## config.mk

```make
export PLATFORM = sky130hd
export DESIGN_NAME = alu8_core
export DESIGN_NICKNAME = d
export VERILOG_FILES = /design/src/rtl/alu8_pkg.sv /design/src/rtl/alu8_arith.sv /design/src/rtl/alu8_logic.sv /design/src/rtl/alu8_shifter.sv /design/src/rtl/alu8_core.sv
export SDC_FILE = /design/constraint.sdc
export NUM_CORES = 1
export LEC_CHECK = 0
export BUFFER_PORTS_ARGS = -buffer_cell sky130_fd_sc_hd__buf_2
export CAP_MARGIN = 5
export CORE_MARGIN = 1
export CORE_UTILIZATION = 33
export DETAILED_ROUTE_END_ITERATION = 12
export PLACE_DENSITY = 0.57
export SYNTH_ARGS = -nofsm -noshare
export SYNTH_HDL_FRONTEND = slang
export SYNTH_HIERARCHICAL = 1
export SYNTH_SLANG_ARGS = --single-unit
```

## constraint.sdc

```tcl
create_clock -name vclk -period 5.3
set_input_delay 0.795 -clock vclk [all_inputs]
set_output_delay 0.795 -clock vclk [all_outputs]
set_load 0.01 [all_outputs]
```

## src/rtl/alu8_pkg.sv

```systemverilog
package alu8_pkg;
   // Width of the select bus; the field positions below depend on it.
   localparam int SEL_W = 5;

   // Adder-section codes on sel[1:0]: which addend joins opa.
   localparam logic [1:0] AR_ZERO  = 2'b00;
   localparam logic [1:0] AR_OPB   = 2'b01;
   localparam logic [1:0] AR_NOTB  = 2'b10;
   localparam logic [1:0] AR_ONES  = 2'b11;

   // Bitwise-section codes on sel[1:0].
   localparam logic [1:0] LG_AND   = 2'b00;
   localparam logic [1:0] LG_OR    = 2'b01;
   localparam logic [1:0] LG_XOR   = 2'b10;
   localparam logic [1:0] LG_NOTA  = 2'b11;

   // Shift-stage codes on sel[4:3].
   typedef enum logic [1:0] {
      SH_PASS  = 2'b00,
      SH_LEFT  = 2'b01,
      SH_RIGHT = 2'b10,
      SH_CLEAR = 2'b11
   } shift_mode_e;
endpackage

```

## src/rtl/alu8_arith.sv

```systemverilog
module alu8_arith
   import alu8_pkg::*;
#(
   parameter int WIDTH  = 8,
   parameter bit RIPPLE = 1'b1
) (
   input  logic [WIDTH-1:0] opa,
   input  logic [WIDTH-1:0] opb,
   input  logic [1:0]       op,
   input  logic             cin,
   output logic [WIDTH-1:0] sum,
   output logic             cout
);
   localparam int SUM_W = WIDTH + 1;

   logic [WIDTH-1:0] addend;

   always_comb begin
      case (op)
         AR_ZERO: addend = '0;
         AR_OPB:  addend = opb;
         AR_NOTB: addend = ~opb;
         default: addend = '1;
      endcase
   end

   generate
      if (RIPPLE) begin : g_ripple
         logic [WIDTH:0] carry;
         assign carry[0] = cin;
         for (genvar i = 0; i < WIDTH; i++) begin : g_bit
            assign sum[i]     = opa[i] ^ addend[i] ^ carry[i];
            assign carry[i+1] = (opa[i] & addend[i]) | (carry[i] & (opa[i] ^ addend[i]));
         end
         assign cout = carry[WIDTH];
      end else begin : g_behav
         logic [SUM_W-1:0] wide;
         assign wide = {1'b0, opa} + {1'b0, addend} + {{WIDTH{1'b0}}, cin};
         assign sum  = wide[WIDTH-1:0];
         assign cout = wide[WIDTH];
      end
   endgenerate

   // equal operands under subtraction give zero with carry set
   always_comb begin
      if (op == AR_NOTB && cin && opa == opb)
         a_r3_sub_equal_zero: assert (sum == '0 && cout) else $error("R3 subtract of equal operands not zero");
   end

   // decrement of zero wraps to all ones with no carry
   always_comb begin
      if (op == AR_ONES && !cin && opa == '0)
         a_r4_dec_wrap: assert (sum == '1 && !cout) else $error("R4 decrement of zero did not wrap");
   end

   // a pass-through code cannot produce a carry
   always_comb begin
      if (op == AR_ZERO && !cin)
         a_r5_pass_no_carry: assert (!cout && sum == opa) else $error("R5 pass code produced carry");
   end
endmodule

```

## src/rtl/alu8_logic.sv

```systemverilog
module alu8_logic
   import alu8_pkg::*;
#(
   parameter int WIDTH = 8
) (
   input  logic [WIDTH-1:0] opa,
   input  logic [WIDTH-1:0] opb,
   input  logic [1:0]       op,
   output logic [WIDTH-1:0] res
);
   always_comb begin
      case (op)
         LG_AND:  res = opa & opb;
         LG_OR:   res = opa | opb;
         LG_XOR:  res = opa ^ opb;
         default: res = ~opa;
      endcase
   end

   // an AND result never sets a bit that opa lacks
   always_comb begin
      if (op == LG_AND)
         a_r6_and_subset: assert ((res & ~opa) == '0) else $error("R6 AND set bit outside opa");
   end

   // OR result always covers opb
   always_comb begin
      if (op == LG_OR)
         a_r6_or_cover: assert ((opb & ~res) == '0) else $error("R6 OR lost bit of opb");
   end
endmodule

```

## src/rtl/alu8_shifter.sv

```systemverilog
module alu8_shifter
   import alu8_pkg::*;
#(
   parameter int WIDTH = 8
) (
   input  logic [WIDTH-1:0] din,
   input  logic [1:0]       mode,
   output logic [WIDTH-1:0] dout
);
   localparam int TOP = WIDTH - 1;

   shift_mode_e mode_e;
   assign mode_e = shift_mode_e'(mode);

   always_comb begin
      case (mode_e)
         SH_PASS:  dout = din;
         SH_LEFT:  dout = {din[TOP-1:0], 1'b0};
         SH_RIGHT: dout = {1'b0, din[TOP:1]};
         default:  dout = '0;
      endcase
   end

   // left shift vacates bit 0 and keeps the next-lower bit in place above it
   always_comb begin
      if (mode_e == SH_LEFT)
         a_r8_left_fill: assert (!dout[0] && dout[1] == din[0]) else $error("R8 left shift fill wrong");
   end

   // right shift vacates the top bit
   always_comb begin
      if (mode_e == SH_RIGHT)
         a_r8_right_fill: assert (!dout[TOP] && dout[0] == din[1]) else $error("R8 right shift fill wrong");
   end

   // clear mode has no set bit
   always_comb begin
      if (mode_e == SH_CLEAR)
         a_r8_clear: assert ($countones(dout) == 0) else $error("R8 clear mode left bits set");
   end
endmodule

```

## src/rtl/alu8_core.sv

```systemverilog
module alu8_core
   import alu8_pkg::*;
#(
   parameter int WIDTH  = 8,
   parameter bit RIPPLE = 1'b1
) (
   input  logic [WIDTH-1:0] opa,
   input  logic [WIDTH-1:0] opb,
   input  logic             carry_in,
   input  logic [4:0]       sel,
   output logic [WIDTH-1:0] result,
   output logic             carry_out
);
   localparam int OP_LO    = 0;
   localparam int PICK_BIT = 2;
   localparam int SH_LO    = 3;

   generate
      if (WIDTH < 2) begin : g_bad_width
         $error("alu8_core: WIDTH must be at least 2");
      end
      if (SEL_W != 5) begin : g_bad_sel
         $error("alu8_core: select field layout expects five bits");
      end
   endgenerate

   logic [WIDTH-1:0] arith_sum;
   logic             arith_cout;
   logic [WIDTH-1:0] logic_res;
   logic [WIDTH-1:0] chosen;
   logic             pick_logic;

   assign pick_logic = sel[PICK_BIT];

   alu8_arith #(.WIDTH(WIDTH), .RIPPLE(RIPPLE)) u_arith (
      .opa  (opa),
      .opb  (opb),
      .op   (sel[OP_LO+1:OP_LO]),
      .cin  (carry_in),
      .sum  (arith_sum),
      .cout (arith_cout)
   );

   alu8_logic #(.WIDTH(WIDTH)) u_logic (
      .opa (opa),
      .opb (opb),
      .op  (sel[OP_LO+1:OP_LO]),
      .res (logic_res)
   );

   assign chosen = pick_logic ? logic_res : arith_sum;

   alu8_shifter #(.WIDTH(WIDTH)) u_shift (
      .din  (chosen),
      .mode (sel[SH_LO+1:SH_LO]),
      .dout (result)
   );

   assign carry_out = pick_logic ? 1'b0 : arith_cout;

   // bitwise operations never report a carry
   always_comb begin
      if (pick_logic)
         a_r9_logic_no_carry: assert (!carry_out) else $error("R9 carry set for bitwise op");
   end

   // pass mode forwards the section output untouched
   always_comb begin
      if (sel[SH_LO+1:SH_LO] == SH_PASS)
         a_r8_pass_through: assert (result == (pick_logic ? logic_res : arith_sum))
            else $error("R8 pass mode altered value");
   end
endmodule

```

; ---- Word level (Yosys, flattened, before mapping)
; Cells that the tools add are included.
; Widths: inputs -> output; s select.
[classes]
eq_ne = 4
add_sub_neg = 0
n_div = 0
reduce_logical = 2
order_cmp = 0
n_shift = 0
bitwise_logic = 45
n_mux = 5
n_mul = 0
[op_table]
columns = op, n
row1 = $pmux 8 s3, 3
row2 = $and 1x1->1, 16
row3 = $not 8->8, 2
row4 = $xor 1x1->1, 16
row5 = $and 8x8->8, 1
row6 = $mux 8, 1
row7 = $or 1x1->1, 8
row8 = $or 8x8->8, 1
row9 = $xor 8x8->8, 1
row10 = $eq 2x1->1 const B, 2
row11 = $eq 2x2->1 const B, 2
row12 = $logic_not 2->1, 2
row13 = $mux 1, 1
[word_totals]
inputBits = 22
memories = 0
latchBits = 0
output_inout_bits = 9
mem_bits_rw = 0
rom_bits = 0
word_cells = 56
register_bits = 0

; ---- Logic depth before layout (Yosys ltp)
[depth]
ltp_word = 20
ltp_mapped = 15
depth_no_buf = 15

; ---- By module
; The synthesis kept the hierarchy.
[modules_own_cells]
columns = module, cells_each, area_per_inst_um2, seq_area_each_um2, n_inst
row1 = alu8_logic, 50, 493.0, 0.0, 1
row2 = alu8_arith, 24, 277.8, 0.0, 1
row3 = alu8_shifter, 25, 198.9, 0.0, 1
row4 = alu8_core, 10, 140.1, 0.0, 1

; ---- Worst setup path before layout
; Ideal clock, no wire load.
[synth_timing]
path_kind = input to output
from = input opb[0]
to = output result[6]
required_ns = 4.505
cell_stages = 15
n_path_buf = 0
path_slack_ns = 0.081
arrival_time_ns = 4.424
path_cell_list = mux2i_1 fa_1 inv_1 fa_1 fa_1 fa_1 fa_1 fa_1 fa_1 inv_1 fa_1 inv_1 mux2_4 mux2i_1 o21ai_0
[synth_between]
elab_chain_cells = 20
elab_cells_between_ends = 23
classes_between = mux (3) / bitwise (20)
[synth_rtl]
columns = element, line_no
row1 = "start, declared", alu8_core.sv:8  ; input logic [WIDTH-1:0] opb,
row2 = $not 8->8, alu8_arith.sv:22  ; AR_NOTB: addend = ~opb;
row3 = $pmux 8 s3 *, alu8_arith.sv:19  ; case (op)
row4 = $xor 1x1->1, alu8_arith.sv:33  ; assign carry[i+1] = (opa[i] & addend[i]) | (carry[i] & (opa[i] ^ addend[i]));
row5 = $and 1x1->1, alu8_arith.sv:33
row6 = $or 1x1->1 *, alu8_arith.sv:33
row7 = $and 1x1->1 *, alu8_arith.sv:33
row8 = $or 1x1->1 *, alu8_arith.sv:33
row9 = $and 1x1->1 *, alu8_arith.sv:33
row10 = [... 6 more ...], --
row11 = $or 1x1->1 *, alu8_arith.sv:33
row12 = $and 1x1->1 *, alu8_arith.sv:33
row13 = $or 1x1->1 *, alu8_arith.sv:33
row14 = $xor 1x1->1 *, alu8_arith.sv:32  ; assign sum[i] = opa[i] ^ addend[i] ^ carry[i];
row15 = via arith_sum[7], alu8_core.sv:27  ; logic [WIDTH-1:0] arith_sum;
row16 = $mux 8 *, alu8_core.sv:51  ; assign chosen = pick_logic ? logic_res : arith_sum;
row17 = via chosen[7], alu8_core.sv:30  ; logic [WIDTH-1:0] chosen;
row18 = $pmux 8 s3 *, alu8_shifter.sv:16  ; case (mode_e)
row19 = "end, declared", alu8_core.sv:11  ; output logic [WIDTH-1:0] result,
; The timed path passes the listed nets; every way through them passes the cells marked *.

; ---- Worst setup path after layout
; Ends and elaborated chain as after synthesis.

==> impl.org <==
** Status
- Outcome :: completed

** Cells and area
- The finished cells cover 1330 um^2.
- The number of antenna diodes in the final layout is 0.
- Register area :: 0 um^2
- Area overhead of the layout relative to synthesis :: 20.1%
- In the final layout, the share of cells above drive strength 1 is 49.6%.
- In the final design database the tool counted 187 nets.
- The layout has 0 clock buffers.
- Once layout is complete, the cells apart from fillers number 183.
- Sequential cell count :: 0

** Floorplanning
- Starting density of the core :: 35.5%
- The initialized floorplan defines 20 standard-cell rows.
- Die Width :: 60.0 um
- From bottom edge to top edge, the die measures 60.0 um.
- Top-level I/O count :: 31
- Total Die Area :: 3600 um^2
- The region available for standard cell placement spans 3130 um^2.

** Routing
- After the first detailed-routing iteration, the DRC count stood at 27.
- Detailed routing inserted a total of 849 vias.
- Total detailed-routing wirelength :: 2.16 mm
- Detailed-router iteration count before antenna repair :: 4
- Number of antenna-violating nets in the routed design :: 0
- Dividing the detail-routed via count by the number of cells gives 4.64.
- Avg WL per Cell :: 11.8 um
- In the routed design, unresolved DRC markers number 0.

** Critical path
- The most numerous cell type found on the critical path is fa_2.
- List of cells traversed by the critical path :: buf_8, mux2i_4, fa_2, inv_2, fa_2, fa_2, fa_2, fa_2, fa_2, fa_2, inv_2, fa_1, inv_1, mux2_4, mux2i_1, o21ai_1, buf_2
- The critical path is of the input pin to output port type.
- Data on the critical path is required at its endpoint by 4510 ps.
- The largest single stage delay on the critical path is 390 ps.
- The worst setup path is captured at an output port.
- STA puts the critical path data arrival time at 4420 ps.
- Along the worst path, the maximum fanout reaches 3.
- The worst setup path is launched from an input pin.
- Highest-delay cell along the critical path :: fa_1

** Timing
- Headroom to the max-slew limit came out at 80.8%.
- After layout, the minimum clock period comes to 5220 ps.
- Transition at the pin with the smallest max-transition slack :: 287 ps
- Number of hold violations in the final report :: 0
- Final Max Slew Viols :: 0
- For this run, the top clock speed supported by timing is 192 MHz.
- Setup repair after global routing could not meet its margin everywhere.
- Summed over all failing endpoints, the final setup total negative slack is 0 ps.
- Final setup viols :: 0
- In the finished design, the share of the clock period the worst path needs comes to 98.4%.

** Global routing
- Number of global-route vias before repair :: 849
- The first global-routing pass estimated 3.59 mm of wire.
- Largest net degree at the start of global routing :: 15
- Total global routing overflow :: 0
- Total global-route track usage :: 12.7%
- Number of antenna violations at the first check in global routing :: 0

** Synth
- The synthesized netlist devotes 0% of its cell area to XOR and XNOR gates.
- Area leader, netlist :: ha_1
- Largest family of logic cells by synthesized area :: multiplexers
- Synth warn :: 6
- Unique cell type count in the Yosys netlist :: 15
- After Yosys synthesis, full adders, half adders and majority gates account for 32.5% of the synthesized area.
- After synthesis, the cell types taking the most area are ha_1 (18%), mux4_2 (16%), fa_1 (14%).
- The synthesized netlist devotes 2.71% of its cell area to compound gates.
- In the synthesized netlist, the number of instances is 109.
- Post-synth design cell area :: 1110 um^2
- Measured against the total synthesized area, the mux share comes to 42.2%.
- Total nets after synthesis :: 155
- Fraction of synthesized cell area taken by the top area cell type :: 18.0%
- After Yosys synthesis, and, or, nand and nor cells account for 5.52% of the synthesized area.
- Dividing the synthesized area by the synthesized cell count gives 10.2 um^2.
- The share of the Yosys chip area taken by registers is 0%.

** Power and ir drop
- The analysis attributes to cell leakage a power of 0.709 nW.
- VDD IR max :: 0.0366 mV
- In this run the power density over the cells is 105 nW/um^2.

** Place
- Including well taps, the total number of placed cells is 183.
- Global placer's final weighted congestion :: 0.742
- During placement, the flow inserted port buffers numbering 31.
- Area after detailed placement :: 1290 um^2
- Detailed placement ended at an HPWL of 1.91 mm.

** Job
- Max-capacitance violation count :: 0

** Min path
- In this run the worst hold path is classified as input pin to output port.
- Hold path endpoint :: result[0]
- Hold Path Cell Cnt :: 3
- In this run the most critical hold path is launched from sel[3].
==> layout by cell type (no fill, tap or decap) <==
master,synthesis,final
buf_2,1,28
inv_2,0,2
fa_1,8,1
buf_4,0,7
mux2_4,8,8
mux2i_1,10,9
and2b_2,1,1
mux2i_4,0,1
mux4_2,8,8
inv_1,32,30
mux2_2,6,6
fa_2,0,7
o21ai_0,4,3
o21ai_1,2,3
nor2_1,2,2
ha_1,16,16
buf_8,0,1
nand3b_1,6,6
==> what timing repair did <==
action / 4_1_cts / 5_1_grt
hold buffers: 0 / 0
hold endpoints to repair: 0 / 0
setup buffers: 0 / 0
gates resized for setup: 12 / 5
endpoints found under the setup margin: 2 / 2
pin swaps: 2 / 2
==> cells in the mapped netlist (all sizes together) <==
master,n
and2b,1
buf,6
fa,8
ha,16
inv,32
mux2,14
mux2i,10
mux4,8
nand3b,6
nor2,2
o21ai,6
==> metrics by stage <==
stage	total power [mW]	setup slack (ps)	util [%]	hold slack [ps]
finish	0.141	83.4	42.6	2000
global route	0.157	-27.8	42.6	2030
CTS	0.140	20.9	42.0	2010
detailed placement	0.136	-280	41.2	2010
global placement	0.129	-145	41.2	1990
floorplan	0.0965	81.3	-	1780
==> report_power, final <==
group          leakage [nW]  internal (mW)  switching, mW  total (mW)
clock network             0              0              0           0
logic                 0.709         0.0756         0.0650       0.141
registers                 0              0              0           0
==> worst max-delay path, delay by kind of cell <==
family,cells,cell delay [ps]
compound gates,1,130
fa+ha+maj,8,2680
buf+inv,5,390
mux,3,420
==> worst max-delay path by stage <==
| stage | cells after the start | endpoint | startpoint |
|---|---|---|---|
| 3_3_place_gp | 17 | result[6] | opb[0] |
| 4_1_cts | 17 | result[6] | sel[1] |
| 2_1_floorplan | 15 | result[6] | opb[0] |
| 3_5_place_dp | 17 | result[6] | opb[0] |
| 5_1_grt | 17 | result[6] | opb[0] |
| 6_report | 17 | result[6] | opb[0] |
==> routing by layer <==
layer / track usage, % / vias up / wire length (um)
li1: - / 419 / -
met1: 16.1 / 407 / 963
met2: 25.1 / 23 / 1110
met3: 0.216 / 0 / 93
met4: 0 / 0 / 0
met5: 0 / - / 0
==> cells by family after synthesis <==
| group | after synthesis |
|---|---|
| mux | 32 |
| compound gates | 6 |
| buf+inv | 38 |
| fa+ha+maj | 24 |
| simple gates | 9 |
==> cell type report <==
| class | instances | area [um^2] |
|---|---|---|
| Fill cell | 330 | 1800 |
| Inverter | 32 | 120 |
| Multi-Input combinational cell | 71 | 950 |
| Tap cell | 44 | 55.1 |
| Timing Repair Buffer | 36 | 208 |
Power figures use the tool's default switching activity.
